File: src/rtl/vsr_pkg.sv
package vsr_pkg;
  localparam int WORD_W   = 32;
  localparam int POS_W    = 12;
  localparam int N_FLAGS  = 3;
  localparam int FLAG_LSB = 28;   // f1 at 28, f2 at 29, frame at 30
  localparam int LINE_LSB = 16;
  localparam int VB_BIT   = 13;
  localparam int FLD_BIT  = 12;
  localparam int PIX_LSB  = 0;

  function automatic logic sticky_next(input logic cur, input logic set, input logic clr);
    if (set) return 1'b1;
    if (clr) return 1'b0;
    return cur;
  endfunction

  function automatic logic rise_of(input logic now_v, input logic prev_v);
    return now_v & ~prev_v;
  endfunction

  function automatic logic [WORD_W-1:0] pack_word(
    input logic [N_FLAGS-1:0] flags,
    input logic [POS_W-1:0]   line,
    input logic               vb,
    input logic               fld,
    input logic [POS_W-1:0]   pix);
    logic [WORD_W-1:0] w;
    w = '0;
    w[FLAG_LSB +: N_FLAGS] = flags;
    w[LINE_LSB +: POS_W]   = line;
    w[VB_BIT]              = vb;
    w[FLD_BIT]             = fld;
    w[PIX_LSB +: POS_W]    = pix;
    return w;
  endfunction
endpackage

File: src/rtl/vsr_sticky_flag.sv
module vsr_sticky_flag (
  input  logic clk,
  input  logic rst_n,
  input  logic set_i,
  input  logic clr_i,
  output logic q_o
);
  always_ff @(posedge clk) begin
    if (!rst_n) q_o <= 1'b0;
    else        q_o <= vsr_pkg::sticky_next(q_o, set_i, clr_i);
  end

  a_r2_hold: assert property (@(posedge clk) disable iff (!rst_n)
    (q_o && !clr_i) |=> q_o);
  a_r4_clear: assert property (@(posedge clk) disable iff (!rst_n)
    (clr_i && !set_i) |=> !q_o);
  a_r5_set_wins: assert property (@(posedge clk) disable iff (!rst_n)
    set_i |=> q_o);
endmodule

File: src/rtl/vsr_field_track.sv
module vsr_field_track (
  input  logic clk,
  input  logic rst_n,
  input  logic vblank_i,
  input  logic next_field_i,
  output logic vblank_q_o,
  output logic field_o,
  output logic blank_rise_o
);
  assign blank_rise_o = vsr_pkg::rise_of(vblank_i, vblank_q_o);

  always_ff @(posedge clk) begin
    if (!rst_n) begin
      vblank_q_o <= 1'b0;
      field_o    <= 1'b0;
    end else begin
      vblank_q_o <= vblank_i;
      if (blank_rise_o) field_o <= next_field_i;
    end
  end

  a_r9_hold: assert property (@(posedge clk) disable iff (!rst_n)
    !blank_rise_o |=> $stable(field_o));
  a_r9_load: assert property (@(posedge clk) disable iff (!rst_n)
    blank_rise_o |=> (field_o == $past(next_field_i)));
  a_r8_blank: assert property (@(posedge clk) disable iff (!rst_n)
    blank_rise_o |=> vblank_q_o);
endmodule

File: src/rtl/vsr_pos_capture.sv
module vsr_pos_capture #(
  parameter int W = 12
) (
  input  logic         clk,
  input  logic         rst_n,
  input  logic [W-1:0] d_i,
  output logic [W-1:0] q_o
);
  always_ff @(posedge clk) begin
    if (!rst_n) q_o <= '0;
    else        q_o <= d_i;
  end
endmodule

File: src/rtl/vid_status_reg.sv
module vid_status_reg
  import vsr_pkg::*;
(
  input  logic              clk,
  input  logic              rst_n,
  input  logic              fld1_done_i,
  input  logic              fld2_done_i,
  input  logic              vblank_i,
  input  logic              next_field_i,
  input  logic [POS_W-1:0]  line_idx_i,
  input  logic [POS_W-1:0]  pix_idx_i,
  input  logic              bus_wr_i,
  input  logic [WORD_W-1:0] bus_wdata_i,
  output logic [WORD_W-1:0] bus_rdata_o
);
  logic [N_FLAGS-1:0] flag_set, flag_clr, flag_q;
  logic [POS_W-1:0]   line_q, pix_q;
  logic               vb_q, fld_q, blank_rise;

  // index 0: field 1, index 1: field 2, index 2: whole frame
  assign flag_set = {fld2_done_i, fld2_done_i, fld1_done_i};

  for (genvar k = 0; k < N_FLAGS; k++) begin : g_flag
    assign flag_clr[k] = bus_wr_i & bus_wdata_i[FLAG_LSB + k];
    vsr_sticky_flag u_flag (
      .clk   (clk),
      .rst_n (rst_n),
      .set_i (flag_set[k]),
      .clr_i (flag_clr[k]),
      .q_o   (flag_q[k])
    );
  end

  vsr_field_track u_fld (
    .clk          (clk),
    .rst_n        (rst_n),
    .vblank_i     (vblank_i),
    .next_field_i (next_field_i),
    .vblank_q_o   (vb_q),
    .field_o      (fld_q),
    .blank_rise_o (blank_rise)
  );

  vsr_pos_capture #(.W(POS_W)) u_line (
    .clk (clk), .rst_n (rst_n), .d_i (line_idx_i), .q_o (line_q));
  vsr_pos_capture #(.W(POS_W)) u_pix (
    .clk (clk), .rst_n (rst_n), .d_i (pix_idx_i), .q_o (pix_q));

  assign bus_rdata_o = pack_word(flag_q, line_q, vb_q, fld_q, pix_q);

  a_r3_frame_with_f2: assert property (@(posedge clk) disable iff (!rst_n)
    fld2_done_i |=> (bus_rdata_o[30] && bus_rdata_o[29]));
  a_r6_line: assert property (@(posedge clk) disable iff (!rst_n)
    1'b1 |=> (bus_rdata_o[27:16] == $past(line_idx_i)));
  a_r7_pixel: assert property (@(posedge clk) disable iff (!rst_n)
    1'b1 |=> (bus_rdata_o[11:0] == $past(pix_idx_i)));
  a_r8_vblank: assert property (@(posedge clk) disable iff (!rst_n)
    1'b1 |=> (bus_rdata_o[13] == $past(vblank_i)));
  a_r10_write_ignored: assert property (@(posedge clk) disable iff (!rst_n)
    (bus_wr_i && !fld1_done_i && !fld2_done_i && bus_wdata_i[30:28] == 3'b000)
      |=> (bus_rdata_o[30:28] == $past(bus_rdata_o[30:28])));
  a_r1_reset: assert property (@(posedge clk)
    !rst_n |=> (bus_rdata_o == '0));
endmodule

File: config.mk
export PLATFORM = sky130hd
export DESIGN_NAME = vid_status_reg
export DESIGN_NICKNAME = d
export VERILOG_FILES = /design/src/rtl/vsr_pkg.sv /design/src/rtl/vsr_sticky_flag.sv /design/src/rtl/vsr_field_track.sv /design/src/rtl/vsr_pos_capture.sv /design/src/rtl/vid_status_reg.sv
export SDC_FILE = /design/constraint.sdc
export NUM_CORES = 1
export LEC_CHECK = 0
export ABC_AREA = 1
export CAP_MARGIN = 15
export CORE_ASPECT_RATIO = 1.75
export CORE_MARGIN = 4
export CORE_UTILIZATION = 31
export CTS_BUF_LIST = sky130_fd_sc_hd__clkbuf_8 sky130_fd_sc_hd__clkbuf_16
export DETAILED_ROUTE_END_ITERATION = 12
export MAX_ROUTING_LAYER = met4
export PLACE_DENSITY_LB_ADDON = 0.3
export REMOVE_ABC_BUFFERS = 1
export SLEW_MARGIN = 30
export SYNTH_ARGS = -nofsm -noshare
export SYNTH_HDL_FRONTEND = slang
export SYNTH_SLANG_ARGS = --single-unit
export TNS_END_PERCENT = 20
File: constraint.sdc
create_clock -name clk -period 1.2 [get_ports clk]
set_clock_uncertainty 0.05 [all_clocks]
set_input_delay 0.36 -clock clk [delete_from_list [all_inputs] [get_ports clk]]
set_output_delay 0.36 -clock clk [all_outputs]
set_load 0.005 [all_outputs]
# Word-level counts from Yosys, hierarchy flattened
# Cells that the tools add are included.
[word_totals]
reg_bits = 29
latch_bits = 0
ramBits = 0
rom_bits = 0
in_bits = 63
word_cells = 39
memories = 0
[op_classes]
addsub = 0
multipliers = 0
n_div = 0
n_lt_le_gt_ge = 0
n_eq_ne = 0
shift = 0
mux = 24
bitwise = 5
n_reduce_logical = 3
[op_table]
columns = ["op", "n"]
rows = [
  ["two-way mux 1 bit", 24],
  ["nonzero test 2 bit", 3],
  ["bitwise AND 1 bit", 4],
  ["NOT 1 bit", 1],
]

# Longest topological paths before layout
# Gate-level depths: netlist of the first run.
[logic_depth]
depth_word = 6
ltp_mapped = 4

# Hierarchy
# From an unflattened synthesis of the first run, not the netlist that was laid out.
[unflattened]
hier_cells = 116
area_unflattened_um2 = 959.7
[modules_own_cells]
columns = ["module", "n_inst", "cells_per_inst", "area_per_inst_um2", "seq_area_each_um2"]
rows = [
  ["vsr_pos_capture", 2, 37, 341.6, 240.2],
  ["vsr_sticky_flag", 3, 6, 43.8, 20.0],
  ["vsr_field_track", 1, 12, 81.3, 40.0],
  ["vid_status_reg", 1, 12, 63.8, 0.0],
]

# Least setup slack after synthesis of the first run
# No wires, ideal clock.
[synth_timing]
kind = "input -> register"
startpoint = "input port rst_n"
endpoint = "register u_line.q_o[0]"
setup_ns = 0.109
t_arrival_ns = 0.671
required_ns = 1.041
path_slack_ns = 0.370
path_stages = 4
path_buffers = 2
path_cell_list = "buf_6 -> buf_6 -> nand2_1 -> inv_1"
[synth_rtl]
columns = ["element", "line_no", "rtl"]
rows = [
  ["start, declared", "vid_status_reg.sv:5", "input logic rst_n,"],
  ["end signal, assigned", "vsr_pos_capture.sv:11", "else q_o <= d_i;"],
  ["end, declared", "vsr_pos_capture.sv:7", "output logic [W-1:0] q_o"],
]
# No word-level cell between the ends.

# Worst setup path after layout of the first run
[layout_timing]
startpoint = "register u_fld.field_o"
endpoint = "output port bus_rdata_o[12]"
[layout_rtl]
columns = ["element", "line_no", "rtl"]
rows = [
  ["start, declared", "vsr_field_track.sv:7", "output logic field_o,"],
  ["start signal, assigned", "vsr_field_track.sv:18", "if (blank_rise_o) field_o <= next_field_i;"],
  ["end, declared", "vid_status_reg.sv:14", "output logic [WORD_W-1:0] bus_rdata_o"],
]
# No word-level cell between the ends.

==> impl_metrics.tcl, run 1 <==
set metrics [dict create \
    r2r_end "u_fld.field_o" \
    post_cts_buffers 0 \
    syn_area_um2 939.7 \
    gp_congestion 0.6903 \
    multi_input_area_um2 160.2 \
    worstPathMaxFanout 2 \
    slowest_stage "dfxtp_2" \
    insertion_delay_ps 270 \
    cts_tree "built" \
    via_per_inst 3.930 \
    setup_violations 0 \
    synth_edf_count 0 \
    drt_wl_total_um 2181 \
    ys_ff_latch 29 \
    vias 786 \
    htreeDepth 2 \
    grt_antenna_before_repair 0 \
    r2r_start "u_fld.vblank_q_o" \
    critPathKind "flop to output pin" \
    io_pins 95 \
    synthDistinctLibCells 9 \
    dieHeight_um 80.83 \
    design_area_um2 1484 \
    dpl.hpwl_um 1767 \
    fillers 286 \
    antenna_left 0 \
    rrSetupSlack_ps 460 \
    rsz0062_at_grt "no" \
    critical_path_depth 1 \
    cp_slowest_stage_delay_ps 310 \
    cap_violations 0 \
    crit_arrival_ps 710 \
    die-area_um2 4011 \
    drt-initial-drc-count 8 \
    grt_pass1_vias 754 \
    ys_async_sr_fraction_pct 0 \
    hold_end "g_flag[1].u_flag.q_o" \
    critPathTopFamily "flip-flops" \
    synth_top_area_cell "dfxtp_1" \
    p_leak_nw 0.8840 \
    hold_path.class "flop to flop" \
    status "finished, final reports clean" \
    combinationalPowerShare_pct 12.5 \
    port_buffers 62 \
    grt_max_degree 15 \
    rows 26 \
    path_clk_slew_ps 50 \
    syn_avg_cell_area_um2 8.621 \
    r2r_cells 3 \
    syn_inst 109 \
    overflow 0 \
    core_um2 2928 \
    min_from "g_flag[1].u_flag.q_o" \
    end_kind "output pin" \
    drive_gt1_share_pct 26.74 \
    synthTopCellsByArea "dfxtp_1, nand2_1, inv_1" \
    power_frac_seq_pct 52.3 \
    power.internal_w 0.001564 \
    worst_hold_path.num_cells 2 \
    wl_per_cell_um 10.91 \
    cts_buffer_depth 2 \
    ys.flop_type "dfxtp_1" \
    grt_usage_pct 12.05 \
    switching_share_pct 21.05 \
    placed_area_um2 1536 \
    register_area_um2 593.1 \
    syn2layout_area_growth_pct 57.92 \
    root_buffer "clkbuf_8" \
    worstPathCellList "buf_2" \
    diodes 0 \
    fmax_mhz 894.7 \
    ir_drop_mv 0.7178 \
    start_util_pct 32.09 \
    synth.cells.most_frequent "nand2_1, inv_1, dfxtp_1, buf_4, a21oi_1" \
    power_density_nw_per_um2 1335 \
    required_ps 790 \
    cts_buffers 5 \
    power_frac_clock_pct 35.2 \
    p_switching_w 0.0004171 \
    timing.final.max_slew_violations 0 \
    period_minus_slack_ps 1118 \
    cp-start-kind "flop" \
    cp_num_buf_inv 1 \
    cts_sinks 29 \
    grt_pass1_wl_um 3422 \
    die_x_um 49.62 \
    post-route-period-util_pct 93.14 \
    yosysSeqAreaShare_pct 61.78 \
    power.total_w 0.001981 \
    yosysMostFrequentCell "nand2_1" \
    drcViolationCount 0 \
    synth_top_area_share_pct 61.78 \
    firstDrtPassIters 2 \
    yosys_warnings 0 \
    finalHoldViolCount 0 \
    nets 234 \
]
==> worst reg2reg max path, stage by stage (launching register included) <==
cell and delay [ps]:
dfxtp_2 320, inv_1 50, a21oi_1 140, nor2_1 60
==> layout by cell type (no fill, tap or decap) <==
cell type        instances
conb_1                   3
dfxtp_2                 10
clkbuf_8                 5
inv_1                   33
nand2_1                 32
buf_4                    1
clkbuf_2                 8
nor2_1                   1
clkdlybuf4s50_1         33
nand3_1                  1
buf_2                   21
dfxtp_1                 19
a21oi_1                  4
buf_12                   1
==> worst max path at each step <==
stage | start | to
3_3_place_gp | rst_n | u_pix.q_o[5]
6_report | u_fld.field_o | bus_rdata_o[12]
4_1_cts | u_pix.q_o[4] | bus_rdata_o[4]
2_1_floorplan | u_fld.field_o | bus_rdata_o[12]
5_1_grt | g_flag[0].u_flag.q_o | bus_rdata_o[28]
3_5_place_dp | rst_n | g_flag[0].u_flag.q_o
==> sequential cells by signal (all words and copies together) (netlist names) <==
| name | count |
|---|---|
| u_fld.vblank_q_o | 1 |
| u_fld.field_o | 1 |
| g_flag.u_flag.q_o | 3 |
| u_line.q_o | 12 |
| u_pix.q_o | 12 |
==> layout make-up <==
type	count	share of cell area [%]
clock buffer	5	4.637
sequential	29	39.97
timing repair buffer	64	33.90
clock inverter	3	0.7589
tap	28	2.361
inverter	30	7.589
multi-input combinational	41	10.79
==> cells by family after synthesis <==
kind of cell	Yosys count	synth area share, %
flip-flops	29	61.78
AO/OA/AOI/OAI	4	2.131
other	1	0.3991
buffers and inverters	41	21.97
AND/OR/NAND/NOR	34	13.71
==> timing repair <==
action                     4_1_cts  5_1_grt
hold endpoints to repair         0        0
pin swaps                        0        0
gates resized for setup        104       14
hold buffers                     0        0
setup endpoints to repair       29       11
==> power by group through the flow <==
stage                logic, W  registers [W]  clock network (W)
CTS                  0.000263        0.00104           0.000736
finish               0.000247        0.00104           0.000698
floorplan           0.0000474        0.00106                  0
global route         0.000276        0.00104           0.000793
detailed placement   0.000302        0.00106                  0
global placement     0.000297        0.00105                  0
==> through the flow <==
step	instances	utilization [%]	setup TNS, ps	setup WS (ps)	hold WS, ps
floorplan	100	-	0	475.6	403.5
global placement	192	52.48	-2595	-119.5	398.4
detailed placement	192	52.48	-2848	-160.7	400.3
CTS	200	52.56	0	0.04408	405.1
global route	200	50.68	0	48.71	421.6
finish	200	50.68	0	82.36	402.2
==> metal layers <==
layer | track usage (%) | vias to the layer above | share of wire, %
li1 | - | 411 | -
met1 | 9.784 | 333 | 30
met2 | 21.49 | 37 | 57
met3 | 5.138 | 5 | 10
met4 | 8.310 | 0 | 3.1
met5 | - | - | 0
Note: power is estimated with default switching activity, not from simulation.
==> run 2, diff against run 1 <==
--- a/config.mk
+++ b/config.mk
@@ -14,6 +14,7 @@
 export DETAILED_ROUTE_END_ITERATION = 12
 export MAX_ROUTING_LAYER = met4
 export PLACE_DENSITY_LB_ADDON = 0.3
+export RECOVER_POWER = 50
 export REMOVE_ABC_BUFFERS = 1
 export SLEW_MARGIN = 30
 export SYNTH_ARGS = -nofsm -noshare
==> results of run 2 <==
Same layout as run 1: the final DEF is identical, and so are final timing and power.
